`src/rtl/cpwm_pkg.sv`:
```
package cpwm_pkg;
   typedef enum logic {
      ALIGN_EDGE   = 1'b0,
      ALIGN_CENTER = 1'b1
   } align_e;
endpackage

```
`src/rtl/cpwm_timebase.sv`:
```
module cpwm_timebase
   import cpwm_pkg::*;
#(
   parameter int CNT_W = 14
) (
   input  logic             clk,
   input  logic             rst_n,
   input  logic             center_i,
   input  logic [CNT_W-1:0] per_i,
   input  logic [CNT_W-1:0] duty_i,
   output logic [CNT_W-1:0] cnt_o,
   output logic [CNT_W-1:0] per_o,
   output logic [CNT_W-1:0] duty_o
);
   localparam logic [CNT_W-1:0] ONE = {{(CNT_W-1){1'b0}}, 1'b1};

   logic [CNT_W-1:0] cnt_q, cnt_d;
   logic [CNT_W-1:0] per_q, duty_q;
   align_e           mode_q;
   logic             down_q, down_d;
   logic             load;

   always_comb begin
      cnt_d  = cnt_q + ONE;
      down_d = down_q;
      load   = 1'b0;
      if (mode_q == ALIGN_EDGE) begin
         if (cnt_q >= per_q) begin
            cnt_d = '0;
            load  = 1'b1;
         end
      end else if (!down_q) begin
         if (per_q == '0 || (cnt_q >= per_q && cnt_q <= ONE)) begin
            cnt_d  = '0;
            load   = 1'b1;
            down_d = 1'b0;
         end else if (cnt_q >= per_q) begin
            cnt_d  = cnt_q - ONE;
            down_d = 1'b1;
         end
      end else begin
         if (cnt_q <= ONE) begin
            cnt_d  = '0;
            load   = 1'b1;
            down_d = 1'b0;
         end else begin
            cnt_d = cnt_q - ONE;
         end
      end
   end

   always_ff @(posedge clk or negedge rst_n) begin
      if (!rst_n) begin
         cnt_q  <= '0;
         down_q <= 1'b0;
         per_q  <= '0;
         duty_q <= '0;
         mode_q <= ALIGN_EDGE;
      end else begin
         cnt_q  <= cnt_d;
         down_q <= down_d;
         if (load) begin
            per_q  <= per_i;
            duty_q <= duty_i;
            mode_q <= align_e'(center_i);
            down_q <= 1'b0;
         end
      end
   end

   assign cnt_o  = cnt_q;
   assign per_o  = per_q;
   assign duty_o = duty_q;

   // the count never passes the active period
   assert_cnt_bound_R7: assert property (@(posedge clk) disable iff (!rst_n)
      cnt_q <= per_q);
   // active words only change on the zero point
   assert_shadow_load_R7: assert property (@(posedge clk) disable iff (!rst_n)
      (!$stable(per_q) || !$stable(duty_q)) |-> cnt_q == '0);
endmodule

```
`src/rtl/cpwm_compare.sv`:
```
module cpwm_compare #(
   parameter int CNT_W = 14
) (
   input  logic [CNT_W-1:0] cnt_i,
   input  logic [CNT_W-1:0] per_i,
   input  logic [CNT_W-1:0] duty_i,
   output logic             raw_o,
   output logic             full_o
);
   logic zero;

   always_comb begin
      zero   = (duty_i == '0);
      full_o = !zero && (duty_i >= per_i);
      if (zero)
         raw_o = 1'b0;
      else if (full_o)
         raw_o = 1'b1;
      else
         raw_o = (cnt_i < duty_i);
   end
endmodule

```
`src/rtl/cpwm_deadband.sv`:
```
module cpwm_deadband #(
   parameter int DT_W = 8
) (
   input  logic            clk,
   input  logic            rst_n,
   input  logic            raw_i,
   input  logic [DT_W-1:0] dead_i,
   output logic            hi_o,
   output logic            lo_o
);
   localparam logic [DT_W-1:0] ONE = {{(DT_W-1){1'b0}}, 1'b1};

   logic            raw_q;
   logic [DT_W-1:0] tmr_q;
   logic            hi_q, lo_q;

   always_ff @(posedge clk or negedge rst_n) begin
      if (!rst_n) begin
         raw_q <= 1'b0;
         tmr_q <= '0;
         hi_q  <= 1'b0;
         lo_q  <= 1'b0;
      end else if (raw_i != raw_q) begin
         raw_q <= raw_i;
         tmr_q <= dead_i;
         if (dead_i == '0) begin
            hi_q <= raw_i;
            lo_q <= !raw_i;
         end else begin
            hi_q <= 1'b0;
            lo_q <= 1'b0;
         end
      end else if (tmr_q != '0) begin
         tmr_q <= tmr_q - ONE;
         if (tmr_q == ONE) begin
            hi_q <= raw_q;
            lo_q <= !raw_q;
         end else begin
            hi_q <= 1'b0;
            lo_q <= 1'b0;
         end
      end else begin
         hi_q <= raw_q;
         lo_q <= !raw_q;
      end
   end

   assign hi_o = hi_q;
   assign lo_o = lo_q;

   // gap length tracker for the dead-band check
   logic [DT_W-1:0] gap_q;
   always_ff @(posedge clk or negedge rst_n) begin
      if (!rst_n)
         gap_q <= '0;
      else if (!hi_q && !lo_q)
         gap_q <= (gap_q == '1) ? gap_q : gap_q + ONE;
      else
         gap_q <= '0;
   end

   // complementary outputs never overlap
   assert_no_overlap_R1: assert property (@(posedge clk) disable iff (!rst_n)
      !(hi_q && lo_q));
   // a turn-on is preceded by at least the dead-band gap
   assert_gap_hi_R4: assert property (@(posedge clk) disable iff (!rst_n)
      ($rose(hi_q) && $stable(dead_i)) |-> gap_q >= dead_i);
   assert_gap_lo_R4: assert property (@(posedge clk) disable iff (!rst_n)
      ($rose(lo_q) && $stable(dead_i) && $past(raw_q) == raw_q && raw_q == 1'b0 && $past(tmr_q) == ONE)
      |-> gap_q >= dead_i);
endmodule

```
`src/rtl/cpwm_quad.sv`:
```
module cpwm_quad #(
   parameter int NUM_PAIRS = 4,
   parameter int CNT_W     = 14,
   parameter int DT_W      = 8,
   parameter bit DEAD_EN   = 1'b1
) (
   input  logic                       clk,
   input  logic                       rst_n,
   input  logic [NUM_PAIRS-1:0]       center_i,
   input  logic [NUM_PAIRS*CNT_W-1:0] period_i,
   input  logic [NUM_PAIRS*CNT_W-1:0] duty_i,
   input  logic [DT_W-1:0]            dead_i,
   output logic [NUM_PAIRS-1:0]       pwm_hi_o,
   output logic [NUM_PAIRS-1:0]       pwm_lo_o
);
   if (NUM_PAIRS < 1) begin : g_chk_pairs
      $error("cpwm_quad: NUM_PAIRS must be at least 1");
   end
   if (CNT_W < 2 || CNT_W > 16) begin : g_chk_cnt
      $error("cpwm_quad: CNT_W must lie in 2..16");
   end
   if (DT_W < 1 || DT_W > 16) begin : g_chk_dt
      $error("cpwm_quad: DT_W must lie in 1..16");
   end

   for (genvar k = 0; k < NUM_PAIRS; k++) begin : g_pair
      logic [CNT_W-1:0] cnt, per_a, duty_a;
      logic             raw, full;

      cpwm_timebase #(.CNT_W(CNT_W)) u_tb (
         .clk      (clk),
         .rst_n    (rst_n),
         .center_i (center_i[k]),
         .per_i    (period_i[k*CNT_W +: CNT_W]),
         .duty_i   (duty_i[k*CNT_W +: CNT_W]),
         .cnt_o    (cnt),
         .per_o    (per_a),
         .duty_o   (duty_a)
      );

      cpwm_compare #(.CNT_W(CNT_W)) u_cmp (
         .cnt_i  (cnt),
         .per_i  (per_a),
         .duty_i (duty_a),
         .raw_o  (raw),
         .full_o (full)
      );

      if (DEAD_EN) begin : g_db
         cpwm_deadband #(.DT_W(DT_W)) u_db (
            .clk    (clk),
            .rst_n  (rst_n),
            .raw_i  (raw),
            .dead_i (dead_i),
            .hi_o   (pwm_hi_o[k]),
            .lo_o   (pwm_lo_o[k])
         );
      end else begin : g_nodb
         logic hi_q, lo_q;
         always_ff @(posedge clk or negedge rst_n) begin
            if (!rst_n) begin
               hi_q <= 1'b0;
               lo_q <= 1'b0;
            end else begin
               hi_q <= raw;
               lo_q <= !raw;
            end
         end
         assign pwm_hi_o[k] = hi_q;
         assign pwm_lo_o[k] = lo_q;
      end

      // a saturated duty keeps the low side off
      assert_full_lo_off_R6: assert property (@(posedge clk) disable iff (!rst_n)
         ($past(full) && full) |-> !pwm_lo_o[k]);
      // zero duty keeps the high side off
      assert_zero_hi_off_R5: assert property (@(posedge clk) disable iff (!rst_n)
         ($past(duty_a) == '0 && duty_a == '0) |-> !pwm_hi_o[k]);
   end
endmodule

```
`config.mk`:
```
export PLATFORM = sky130hd
export DESIGN_NAME = cpwm_quad
export DESIGN_NICKNAME = d
export VERILOG_FILES = /design/src/rtl/cpwm_pkg.sv /design/src/rtl/cpwm_timebase.sv /design/src/rtl/cpwm_compare.sv /design/src/rtl/cpwm_deadband.sv /design/src/rtl/cpwm_quad.sv
export SDC_FILE = /design/constraint.sdc
export NUM_CORES = 1
export LEC_CHECK = 0
export ABC_CLOCK_PERIOD_IN_PS = 2700
export BUFFER_PORTS_ARGS = -buffer_cell sky130_fd_sc_hd__buf_2
export CAP_MARGIN = 5
export CELL_PAD_IN_SITES_DETAIL_PLACEMENT = 1
export CELL_PAD_IN_SITES_GLOBAL_PLACEMENT = 2
export CORE_ASPECT_RATIO = 0.7
export CORE_MARGIN = 4
export CORE_UTILIZATION = 39
export DETAILED_ROUTE_END_ITERATION = 10
export GPL_TIMING_DRIVEN = 0
export PLACE_DENSITY = 0.82
export SKIP_CTS_REPAIR_TIMING = 1
export SYNTH_ARGS = -nofsm -noshare
export SYNTH_HDL_FRONTEND = slang
export SYNTH_HIERARCHICAL = 1
export SYNTH_SLANG_ARGS = --single-unit
```
`constraint.sdc`:
```
create_clock -name clk -period 2.7 [get_ports clk]
set_input_delay 0.27 -clock clk [delete_from_list [all_inputs] [get_ports clk]]
set_output_delay 0.27 -clock clk [all_outputs]
set_load 0.005 [all_outputs]
```
==> results of run 1 <==
[final timing paths]
check	startpoint	end	slack [ns]	cells past startpoint
setup / recovery	g_pair[3].u_tb/per_o[5]	g_pair[3].u_tb/per_o[11]	0.08	9
min in group asynchronous	rst_n	g_pair[2].u_tb/per_o[9]	0.10	2
max in group asynchronous	rst_n	g_pair[0].u_tb/cnt_o[11]	1.77	3
hold / removal	center_i[1]	g_pair[1].u_tb/mode_q	0.0008	3
setup reg to reg	g_pair[3].u_tb/per_o[5]	g_pair[3].u_tb/per_o[11]	0.08	9
hold reg to reg	g_pair[2].u_tb/cnt_o[0]	g_pair[2].u_tb/cnt_o[0]	0.56	1
[per-stage QoR]
step                      area, sq um  power, mW  TNS (ns)
after global routing            20200       12.5    -0.199
final                           20200       11.8         0
after CTS                       18400       11.5    -18.85
after floorplan                 16100       6.60         0
after global placement          17500       7.49   -635.77
after detailed placement        17600       7.73    -17.03
[flip-flops by register name, summed over array words and instances, names as in the netlist]
register / flops
g_pair.u_tb/down_q: 4
g_pair.g_db.u_db/raw_q: 4
g_pair.u_tb/per_o: 56
g_pair.g_db.u_db/lo_o: 4
g_pair.g_db.u_db/hi_o: 4
g_pair.u_tb/cnt_o: 56
g_pair.u_tb/duty_o: 56
g_pair.g_db.u_db/tmr_q: 32
g_pair.u_tb/mode_q: 4
[worst min-delay path, delay by kind of cell]
family / cells / cell delay (ns)
buffers and inverters: 1 / 0.12
AO/OA/AOI/OAI: 1 / 0.07
AND/OR/NAND/NOR: 1 / 0.05
[power breakdown]
part	switching, mW	internal (mW)	total, mW	leakage, nW
Clock	1.53	2.13	3.66	0.421
Sequential	0.640	3.72	4.36	2.60
Combinational	1.98	1.79	3.77	6.97
[layer usage]
metal  routed length [um]  track usage  vias to the layer above  share of wire
met5                    0            0                        -              0
met2                23400        0.326                      159           0.45
met1                26700        0.339                     7197           0.51
met3                 1360       0.0227                       42          0.026
met4                  646       0.0314                        0          0.012
li1                     -            -                     6825              -
[area by class of cell]
cell class / instances / area (sq um)
Clock buffer: 40 / 764
Tap cell: 544 / 681
Multi-Input combinational cell: 1228 / 9670
Timing Repair Buffer: 292 / 2210
Antenna cell: 1 / 2.50
Fill cell: 4687 / 20800
Inverter: 204 / 766
Buffer: 63 / 464
Sequential cell: 220 / 5550
Clock inverter: 7 / 88.8
[placed cells by master (no fill, tap or decap), types with 25 or more instances in the layout]
master / n
sky130_fd_sc_hd__nor3_1: 38
sky130_fd_sc_hd__clkbuf_16: 27
sky130_fd_sc_hd__inv_1: 204
sky130_fd_sc_hd__nand3_1: 38
sky130_fd_sc_hd__buf_2: 147
sky130_fd_sc_hd__mux2_2: 25
sky130_fd_sc_hd__a21o_1: 26
sky130_fd_sc_hd__a21oi_1: 103
sky130_fd_sc_hd__nand2_1: 150
sky130_fd_sc_hd__dfrtp_2: 37
sky130_fd_sc_hd__mux2_4: 48
sky130_fd_sc_hd__dfrtp_1: 183
sky130_fd_sc_hd__dlygate4sd3_1: 115
sky130_fd_sc_hd__and3_1: 25
sky130_fd_sc_hd__nor2_1: 90
sky130_fd_sc_hd__o21ai_0: 66
sky130_fd_sc_hd__ha_1: 184
sky130_fd_sc_hd__nand4_1: 35
sky130_fd_sc_hd__buf_4: 49
sky130_fd_sc_hd__nor4_1: 34
==> flow_summary.toml, run 1 <==
[floorplan]
pin_count = 134
die_y_um = 178
placement_rows = 62
core_area_sq_mm = 0.0410
die_w_um = 251
floorplan.die_area_sq_mm = 0.0448
initial_core_util = 0.394

[drt]
dr.first_iter.drc_count = 795
routed-via-count = 14200
detail_route.drc_violations = 0
postRouteWirelength_um = 52200
wire_per_inst_um = 20.1
ant_nets = 0
detail_route.first_pass.iterations = 4
detail_route.vias_per_cell = 5.47

[critical_path]
worst-setup-path-type = "flop to flop"
worst-path-buf-inv = 2
crit_path_max_fanout = 10
start_kind = "flop"
worst_path_dominant_cell_family = "compound AO/OA/AOI/OAI gates"
crit_arrival_ns = 3.05
crit_path_max_incr_delay_ns = 0.44
worstSetupEndpointType = "flop"
cp_cell_sequence = "inv_1 > ha_1 > nand4_1 > a21oi_1 > o31a_1 > nor2_4 > a2bb2oi_4 > buf_2 > mux2_2"
required_ns = 3.13
cell_type_of_the_slowest_stage_on_the_worst_timing_path = "sky130_fd_sc_hd__dfrtp_2"

[clocking]
clock_sink_count = 220
cts_max_path_buffers = 3
clkSlewWorstSetupHoldPaths_ns = 0.06
h_tree_lvl_count = 1
root_buffer = "sky130_fd_sc_hd__clkbuf_16"
tritoncts_clock_tree = "built"
cts_made_buffers = 26
clock_insertion_delay_worst_skew_ns = 0.55

[placement]
placed_cells_incl_taps = 2395
detailedPlacementHpwl_um = 37200
port_buffers = 133
place.gp.congestion = 0.817
dpl_worst_slack_ns = -0.509

[sta]
final-max-slew-violation-count = 0
final_setup_violation_count = 0
worst_slew_margin_rel = 0.491
fmaxAchievable_mhz = 382
whs_ns = 0.000826
worstMarginPinSlew_ns = 0.757
period_needed_ns = 2.62
hold_viol = 0
post-route-worst-setup-slack_ns = 0.0802
fin_skew_ns = 0.00983
grt_setup_unrepaired = "yes"
final.period_utilization = 0.970

[final_layout]
finish.net_count = 2345
instances_no_fill = 2599
layout-area-overhead-vs-synth_pct = 25.1
final_core_util = 0.493
share_of_cells_above_drive_strength_1 = 0.239

[pwr]
vdd.ir_drop.worst_mv = 0.436
power_per_cell_area_mw_per_mm2 = 584
power_leakage_nw = 9.99

[job]
drv_cap = 0

[global_routing]
grt_antenna_before_repair = 0
grt_pass1_vias = 14100
gr-usage-all-layers = 0.216
globalRoute.totalOverflow = 0
grt_max_degree = 110
global_route_wire_length_before_repair_um = 78400

[min_path]
worst_hold_path_type = "input pin to flop"

[synth]
cell_count_after_synthesis = 1716
syn-mean-instance-area_sq_um = 9.41
ys_warn_count = 6
post_synth_instance_area_sq_mm = 0.0161
synthesis.nets = 2026

[run_status]
status = "finished clean"
Note: power is estimated with default switching activity, not from simulation.
==> run 2, diff against run 1 <==
--- a/config.mk
+++ b/config.mk
@@ -12,12 +12,12 @@
 export CELL_PAD_IN_SITES_GLOBAL_PLACEMENT = 2
 export CORE_ASPECT_RATIO = 0.7
 export CORE_MARGIN = 4
-export CORE_UTILIZATION = 39
+export CORE_UTILIZATION = 40
+export CTS_BUF_LIST = sky130_fd_sc_hd__clkbuf_2 sky130_fd_sc_hd__clkbuf_4 sky130_fd_sc_hd__clkbuf_8
 export DETAILED_ROUTE_END_ITERATION = 10
 export GPL_TIMING_DRIVEN = 0
-export PLACE_DENSITY = 0.82
+export PLACE_DENSITY = 0.83
 export SKIP_CTS_REPAIR_TIMING = 1
 export SYNTH_ARGS = -nofsm -noshare
 export SYNTH_HDL_FRONTEND = slang
-export SYNTH_HIERARCHICAL = 1
 export SYNTH_SLANG_ARGS = --single-unit
==> run 2 against run 1 <==
  * The run now ends with setup timing left
  * Die area down 7.5%
  * Largest power group is now combinational cells
  * Clock-buffer cell count up 21
  * Critical path type unchanged
  * Clock power is 3% lower
  * Synthesized cell count is 7.1% lower
  * First-iteration DRC count shrank 11%
  * Maximum frequency decreased by 11%
  * Sequential power is 22% higher
==> flow_summary.toml, run 2 <==
[run_status]
status = "finished, violations left"
violations = "setup timing"

[final_layout]
mostFrequentLayoutCell = "sky130_fd_sc_hd__dfrtp_1"
share_of_cells_above_drive_strength_1 = 0.296
multi_input_area_sq_mm = 0.00961
nFillCells = 4224
finish.net_count = 2300
instances_no_fill = 2506
layout.cells.most_common_list = "sky130_fd_sc_hd__dfrtp_1, sky130_fd_sc_hd__ha_1, sky130_fd_sc_hd__buf_2"
layout-area-overhead-vs-synth_pct = 33.3
ff_latch_area_sq_mm = 0.00555

[pwr]
vdd.ir_drop.worst_mv = 0.511
power_per_cell_area_mw_per_mm2 = 730
power_leakage_nw = 9.85

[critical_path]
required_ns = 3.14
crit_path_max_incr_delay_ns = 0.42
worstSetupEndpointType = "flop"
crit_arrival_ns = 3.38
cp_cell_sequence = "inv_1 > ha_1 > a21oi_1 > o21a_1 > o2bb2ai_1 > a311o_2 > a21oi_4 > nor2_4 > nor2_8 > clkbuf_16 > mux2_4"
cell_type_of_the_slowest_stage_on_the_worst_timing_path = "sky130_fd_sc_hd__a311o_2"
start_kind = "flop"
worst-setup-path-type = "flop to flop"
crit_path_max_fanout = 8

[sta]
worst_slew_margin_rel = 0.405
final.period_utilization = 1.09
fin_skew_ns = 0.0232
final_setup_violation_count = 75
post-route-worst-setup-slack_ns = -0.243
worstMarginPinSlew_ns = 0.892
final-max-slew-violation-count = 0
period_needed_ns = 2.94
hold_viol = 0
grt_setup_unrepaired = "yes"
fmaxAchievable_mhz = 340
setup_tns_ns = -6.55

[drt]
routed-via-count = 14000
detail_route.vias_per_cell = 5.58
wire_per_inst_um = 21.1
detail_route.first_pass.iterations = 5
ant_nets = 0
detail_route.drc_violations = 0
postRouteWirelength_um = 53000
dr.first_iter.drc_count = 704

[clocking]
root_buffer = "sky130_fd_sc_hd__clkbuf_8"
clock_sink_count = 220
tritoncts_clock_tree = "built"
cts_made_buffers = 39
cts_max_path_buffers = 3
clock_insertion_delay_worst_skew_ns = 0.58
h_tree_lvl_count = 2
clkSlewWorstSetupHoldPaths_ns = 0.07

[placement]
detailedPlacementHpwl_um = 34200
port_buffers = 133
place.gp.congestion = 0.830
dpl_worst_slack_ns = -0.736
placed_cells_incl_taps = 2216

[global_routing]
gr-usage-all-layers = 0.219
grt_pass1_vias = 13500
grt_antenna_before_repair = 3
grt_max_degree = 117
global_route_wire_length_before_repair_um = 73500
globalRoute.totalOverflow = 0

[synth]
synth_async_sr_flop_share = 1.00
post_synth_instance_area_sq_mm = 0.0153
synth.yosys.seq_area_share = 0.361
ys_top_cells_by_count = "sky130_fd_sc_hd__dfrtp_1, sky130_fd_sc_hd__ha_1, sky130_fd_sc_hd__inv_1"
top_area_cell_type_share_of_the_netlist_area = 0.361
synthDominantAreaCellType = "sky130_fd_sc_hd__dfrtp_1"
yosys.cell_types.count = 80
synth_most_common_cell = "sky130_fd_sc_hd__dfrtp_1"
yosys_register_bits = 220
synth_enable_flop_cells = 0
yosys-top-cells-area = "sky130_fd_sc_hd__dfrtp_1, sky130_fd_sc_hd__ha_1, sky130_fd_sc_hd__mux2_2"
synthesis.nets = 1908
syn-mean-instance-area_sq_um = 9.58
postSynth.topFlopCell = "sky130_fd_sc_hd__dfrtp_1"
cell_count_after_synthesis = 1594
ys_warn_count = 0

[floorplan]
floorplan.die_area_sq_mm = 0.0414
core_area_sq_mm = 0.0374
die_w_um = 241
initial_core_util = 0.408
placement_rows = 59
pin_count = 134
die_y_um = 171

[job]
drv_cap = 0

[min_path]
worst_hold_path_type = "input pin to flop"
-- run 2: cell count changes in the layout (fill, tap and decap cells not counted), sizes merged, moves of 16 or more --
cell,before,now
mux2,73,118
clkbuf,64,87
inv,205,147
nand3,39,23
nand2,154,113
o221ai,23,3
nor4,53,31
buf,216,255
-- run 2: area by class of cell --
type,count,area share
tap,488,0.0300
buffer,47,0.0184
inverter,147,0.0271
multi-input combinational,1180,0.472
sequential,220,0.273
clock buffer,61,0.0385
antenna,3,0.000369
clock inverter,9,0.00357
timing repair buffer,351,0.137
-- run 2: cells by family (layout without fill, tap and decap cells) --
family                     after synthesis  count (layout)  synth area share
adders and majority gates              188             188             0.154
DFF                                    220             220             0.361
other                                    0               3                 0
and+or+nand+nor                        467             468             0.155
AOI/OAI and AO/OA                      372             372             0.160
muxes                                  118             118            0.0939
buffers and inverters                  195             615            0.0552
xor gates and xnor gates                34              34            0.0215
-- run 2: where the power goes --
group	switching (mW)	internal, mW	total, mW
logic	2.89	3.10	5.99
clock network	1.62	1.94	3.56
registers	1.20	4.10	5.31
total	5.71	9.15	14.9
-- run 2: per-stage QoR --
step | util | instance area, sq um | power [mW] | hold slack [ns]
floorplan | - | 15300 | 8.20 | -0.0256
global placement | 0.442 | 16500 | 9.36 | 0.480
detailed placement | 0.443 | 16600 | 9.70 | 0.413
CTS | 0.466 | 17400 | 13.3 | -0.220
global route | 0.544 | 20400 | 15.9 | 0.0461
finish | 0.544 | 20400 | 14.9 | 0.0548
-- run 2: critical path, delay by kind of cell (launching register included) --
family,cells,cell delay (ns)
adder cells (fa/ha/maj),1,0.34
multiplexers,1,0.31
flip-flops,1,0.41
AND/OR/NAND/NOR,2,0.37
buffers and inverters,2,0.33
AO/OA/AOI/OAI,5,1.04
-- run 2: metal layers --
layer,track usage,share of wire,vias up
met5,0,0.00021,-
met4,0.0394,0.022,2
met3,0.0322,0.037,83
met2,0.331,0.46,262
met1,0.337,0.48,7025
li1,-,-,6601
-- run 2: worst paths after layout --
kind	from	endpoint	slack (ns)	depth (start not counted)
setup / recovery	g_pair[2].u_tb.per_o[9]	g_pair[2].u_tb.per_o[0]	-0.24	11
hold / removal	dead_i[6]	g_pair[3].g_db.u_db.tmr_q[6]	0.05	2
setup reg to reg	g_pair[2].u_tb.per_o[9]	g_pair[2].u_tb.per_o[0]	-0.24	11
hold reg to reg	g_pair[2].u_tb.cnt_o[0]	g_pair[2].u_tb.cnt_o[0]	0.52	1
max in group asynchronous	rst_n	g_pair[0].u_tb.cnt_o[2]	1.13	3
min in group asynchronous	rst_n	g_pair[1].u_tb.per_o[0]	0.34	2
==> run 3, diff against run 2 <==
--- a/config.mk
+++ b/config.mk
@@ -20,4 +20,5 @@
 export SKIP_CTS_REPAIR_TIMING = 1
 export SYNTH_ARGS = -nofsm -noshare
 export SYNTH_HDL_FRONTEND = slang
+export SYNTH_HIERARCHICAL = 1
 export SYNTH_SLANG_ARGS = --single-unit
==> run 3 against run 2 <==
  * The flow now finishes without violations
  * Cell area fell by 1.0%
  * Core utilization fell by 3.7 points
  * Via count rose by 1.8%
  * Register-to-register slack improved by 0.27 ns
  * Non-clock buffer count fell by 59
==> flow_summary.toml, run 3 (synthesized netlist as in run 1, its figures left out) <==
[run_status]
status = "finished clean"

[placement]
dpl_cell_area_sq_mm = 0.0175
detailedPlacementHpwl_um = 37300
port_buffers = 133
place.gp.congestion = 0.819
dpl_worst_slack_ns = -0.500

[drt]
wire_per_inst_um = 20.1
detail_route.vias_per_cell = 5.49
detail_route.first_pass.iterations = 5
postRouteWirelength_um = 52200
routed-via-count = 14200
dr.first_iter.drc_count = 798
ant_nets = 0
detail_route.drc_violations = 0

[critical_path]
start_kind = "flop"
critical_path.most_common_cell = "sky130_fd_sc_hd__buf_6"
required_ns = 3.14
crit_path_max_incr_delay_ns = 0.48
crit_arrival_ns = 3.12
regToRegSetupSlack_ns = 0.02
worst-setup-path-type = "flop to flop"
worstSetupEndpointType = "flop"
worst-path-buf-inv = 2
cell_type_of_the_slowest_stage_on_the_worst_timing_path = "sky130_fd_sc_hd__dfrtp_2"
r2r.worst_path.cells = 9
worst_path_dominant_cell_family = "simple AND/OR/NAND/NOR gates"
r2r_start = "g_pair[1].u_tb/cnt_o[13]"
crit_path_max_fanout = 10
worstReg2RegEnd = "g_pair[1].u_tb/duty_o[8]"
cp_cell_sequence = "ha_1 > nand4_1 > nor2_1 > o311ai_4 > and3_1 > buf_6 > nor2_8 > buf_6 > mux2_4"

[sta]
fin_skew_ns = 0.0204
whs_ns = 0.0378
final.period_utilization = 0.991
worst_slew_margin_rel = 0.578
final_setup_violation_count = 0
grt_setup_unrepaired = "yes"
hold_viol = 0
fmaxAchievable_mhz = 374
worstMarginPinSlew_ns = 0.628
post-route-worst-setup-slack_ns = 0.0245
period_needed_ns = 2.68
final-max-slew-violation-count = 0

[final_layout]
antenna_cells = 0
layout-area-overhead-vs-synth_pct = 24.8
layout.cells.most_common_list = "sky130_fd_sc_hd__inv_1, sky130_fd_sc_hd__ha_1, sky130_fd_sc_hd__dfrtp_1"
mostFrequentLayoutCell = "sky130_fd_sc_hd__inv_1"
nFillCells = 4579
finish.net_count = 2343
layout.cell_area.non_filler_sq_mm = 0.0202
final_core_util = 0.507
share_of_cells_above_drive_strength_1 = 0.249

[pwr]
power_per_cell_area_mw_per_mm2 = 573
vdd.ir_drop.worst_mv = 0.354
finalPower_mw = 11.5
power_leakage_nw = 9.89

[job]
drv_cap = 0

[global_routing]
grt_pass1_vias = 14300
gr-usage-all-layers = 0.224
globalRoute.totalOverflow = 0
global_route_wire_length_before_repair_um = 79000
grt_max_degree = 87
grt_antenna_before_repair = 0

[clocking]
clock_sink_count = 220
cts_max_path_buffers = 3
clkSlewWorstSetupHoldPaths_ns = 0.07
cts_made_buffers = 40
h_tree_lvl_count = 2
clock_insertion_delay_worst_skew_ns = 0.57
root_buffer = "sky130_fd_sc_hd__clkbuf_8"
tritoncts_clock_tree = "built"

[min_path]
min_delay_worst_endpoint = "g_pair[0].g_db.u_db/tmr_q[4]"
worst_hold_path_type = "input pin to flop"
count_of_cells_along_the_worst_hold_path = 3
min_from = "dead_i[4]"

[floorplan]
die_w_um = 248
core_area_sq_mm = 0.0398
pin_count = 134
floorplan.die_area_sq_mm = 0.0437
die_y_um = 176
initial_core_util = 0.406
placement_rows = 61
-- run 3: cell types whose count changed in the layout (fill, tap and decap cells not counted), sizes merged, moves of 13 or more --
cell / previous run / this run
mux2: 118 / 73
nor4: 31 / 53
inv: 147 / 204
nand2: 113 / 154
o221ai: 3 / 23
a31oi: 17 / 4
buf: 255 / 198
nand3: 23 / 39
-- run 3: routing by layer --
layer  vias to the layer above  share of wire  GRT usage  wire length (um)
met3                        60          0.042     0.0345              2210
met5                         -              0          0                 0
met1                      7112           0.50      0.351             26100
met4                         0          0.015     0.0404               796
met2                       266           0.44      0.328             23000
li1                       6790              -          -                 -
-- run 3: how the worst max path moves through the flow --
stage,start,endpoint,cells past startpoint,slack [ns]
2_1_floorplan,g_pair[3].u_tb/cnt_o[5],g_pair[3].u_tb/duty_o[0],9,0.25
3_3_place_gp,rst_n,g_pair[2].u_tb/duty_o[11],1,-2.94
3_5_place_dp,g_pair[1].u_tb/duty_o[9],g_pair[1].g_db.u_db/tmr_q[2],11,-0.50
4_1_cts,g_pair[1].u_tb/cnt_o[8],g_pair[1].g_db.u_db/tmr_q[2],10,-0.54
5_1_grt,g_pair[1].u_tb/duty_o[12],g_pair[1].g_db.u_db/tmr_q[1],11,-0.08
6_report,g_pair[1].u_tb/cnt_o[13],g_pair[1].u_tb/duty_o[8],9,0.02
-- run 3: tightest hold or removal path, cell delays in order --
cell and delay [ns]:
sky130_fd_sc_hd__buf_2 0.17, sky130_fd_sc_hd__nand2_1 0.07, sky130_fd_sc_hd__o21ai_1 0.05
-- run 3: where the power goes --
| group | leakage (nW) | internal [mW] | switching [mW] | total (mW) |
|---|---|---|---|---|
| sequential | 2.58 | 3.72 | 0.617 | 4.34 |
| combinational | 6.89 | 1.82 | 2.03 | 3.85 |
| clock | 0.419 | 1.82 | 1.53 | 3.35 |
-- run 3: layout make-up --
type | count | area [sq um] | share of cell area
multi-input cells | 1228 | 9760 | 0.484
inverters | 204 | 766 | 0.0380
repair buffers | 276 | 2110 | 0.105
plain buffers | 63 | 479 | 0.0238
well taps | 535 | 669 | 0.0332
flip-flops and latches | 220 | 5560 | 0.276
clock inverters | 5 | 32.5 | 0.00161
clock buffers | 60 | 776 | 0.0385
-- run 3: per-stage QoR --
step / TNS, ns / instances
after floorplan: 0 / 1716
after global placement: -650.33 / 2384
after detailed placement: -18.60 / 2386
after CTS: -20.45 / 2451
after global routing: -1.18 / 2591
final: 0 / 2591
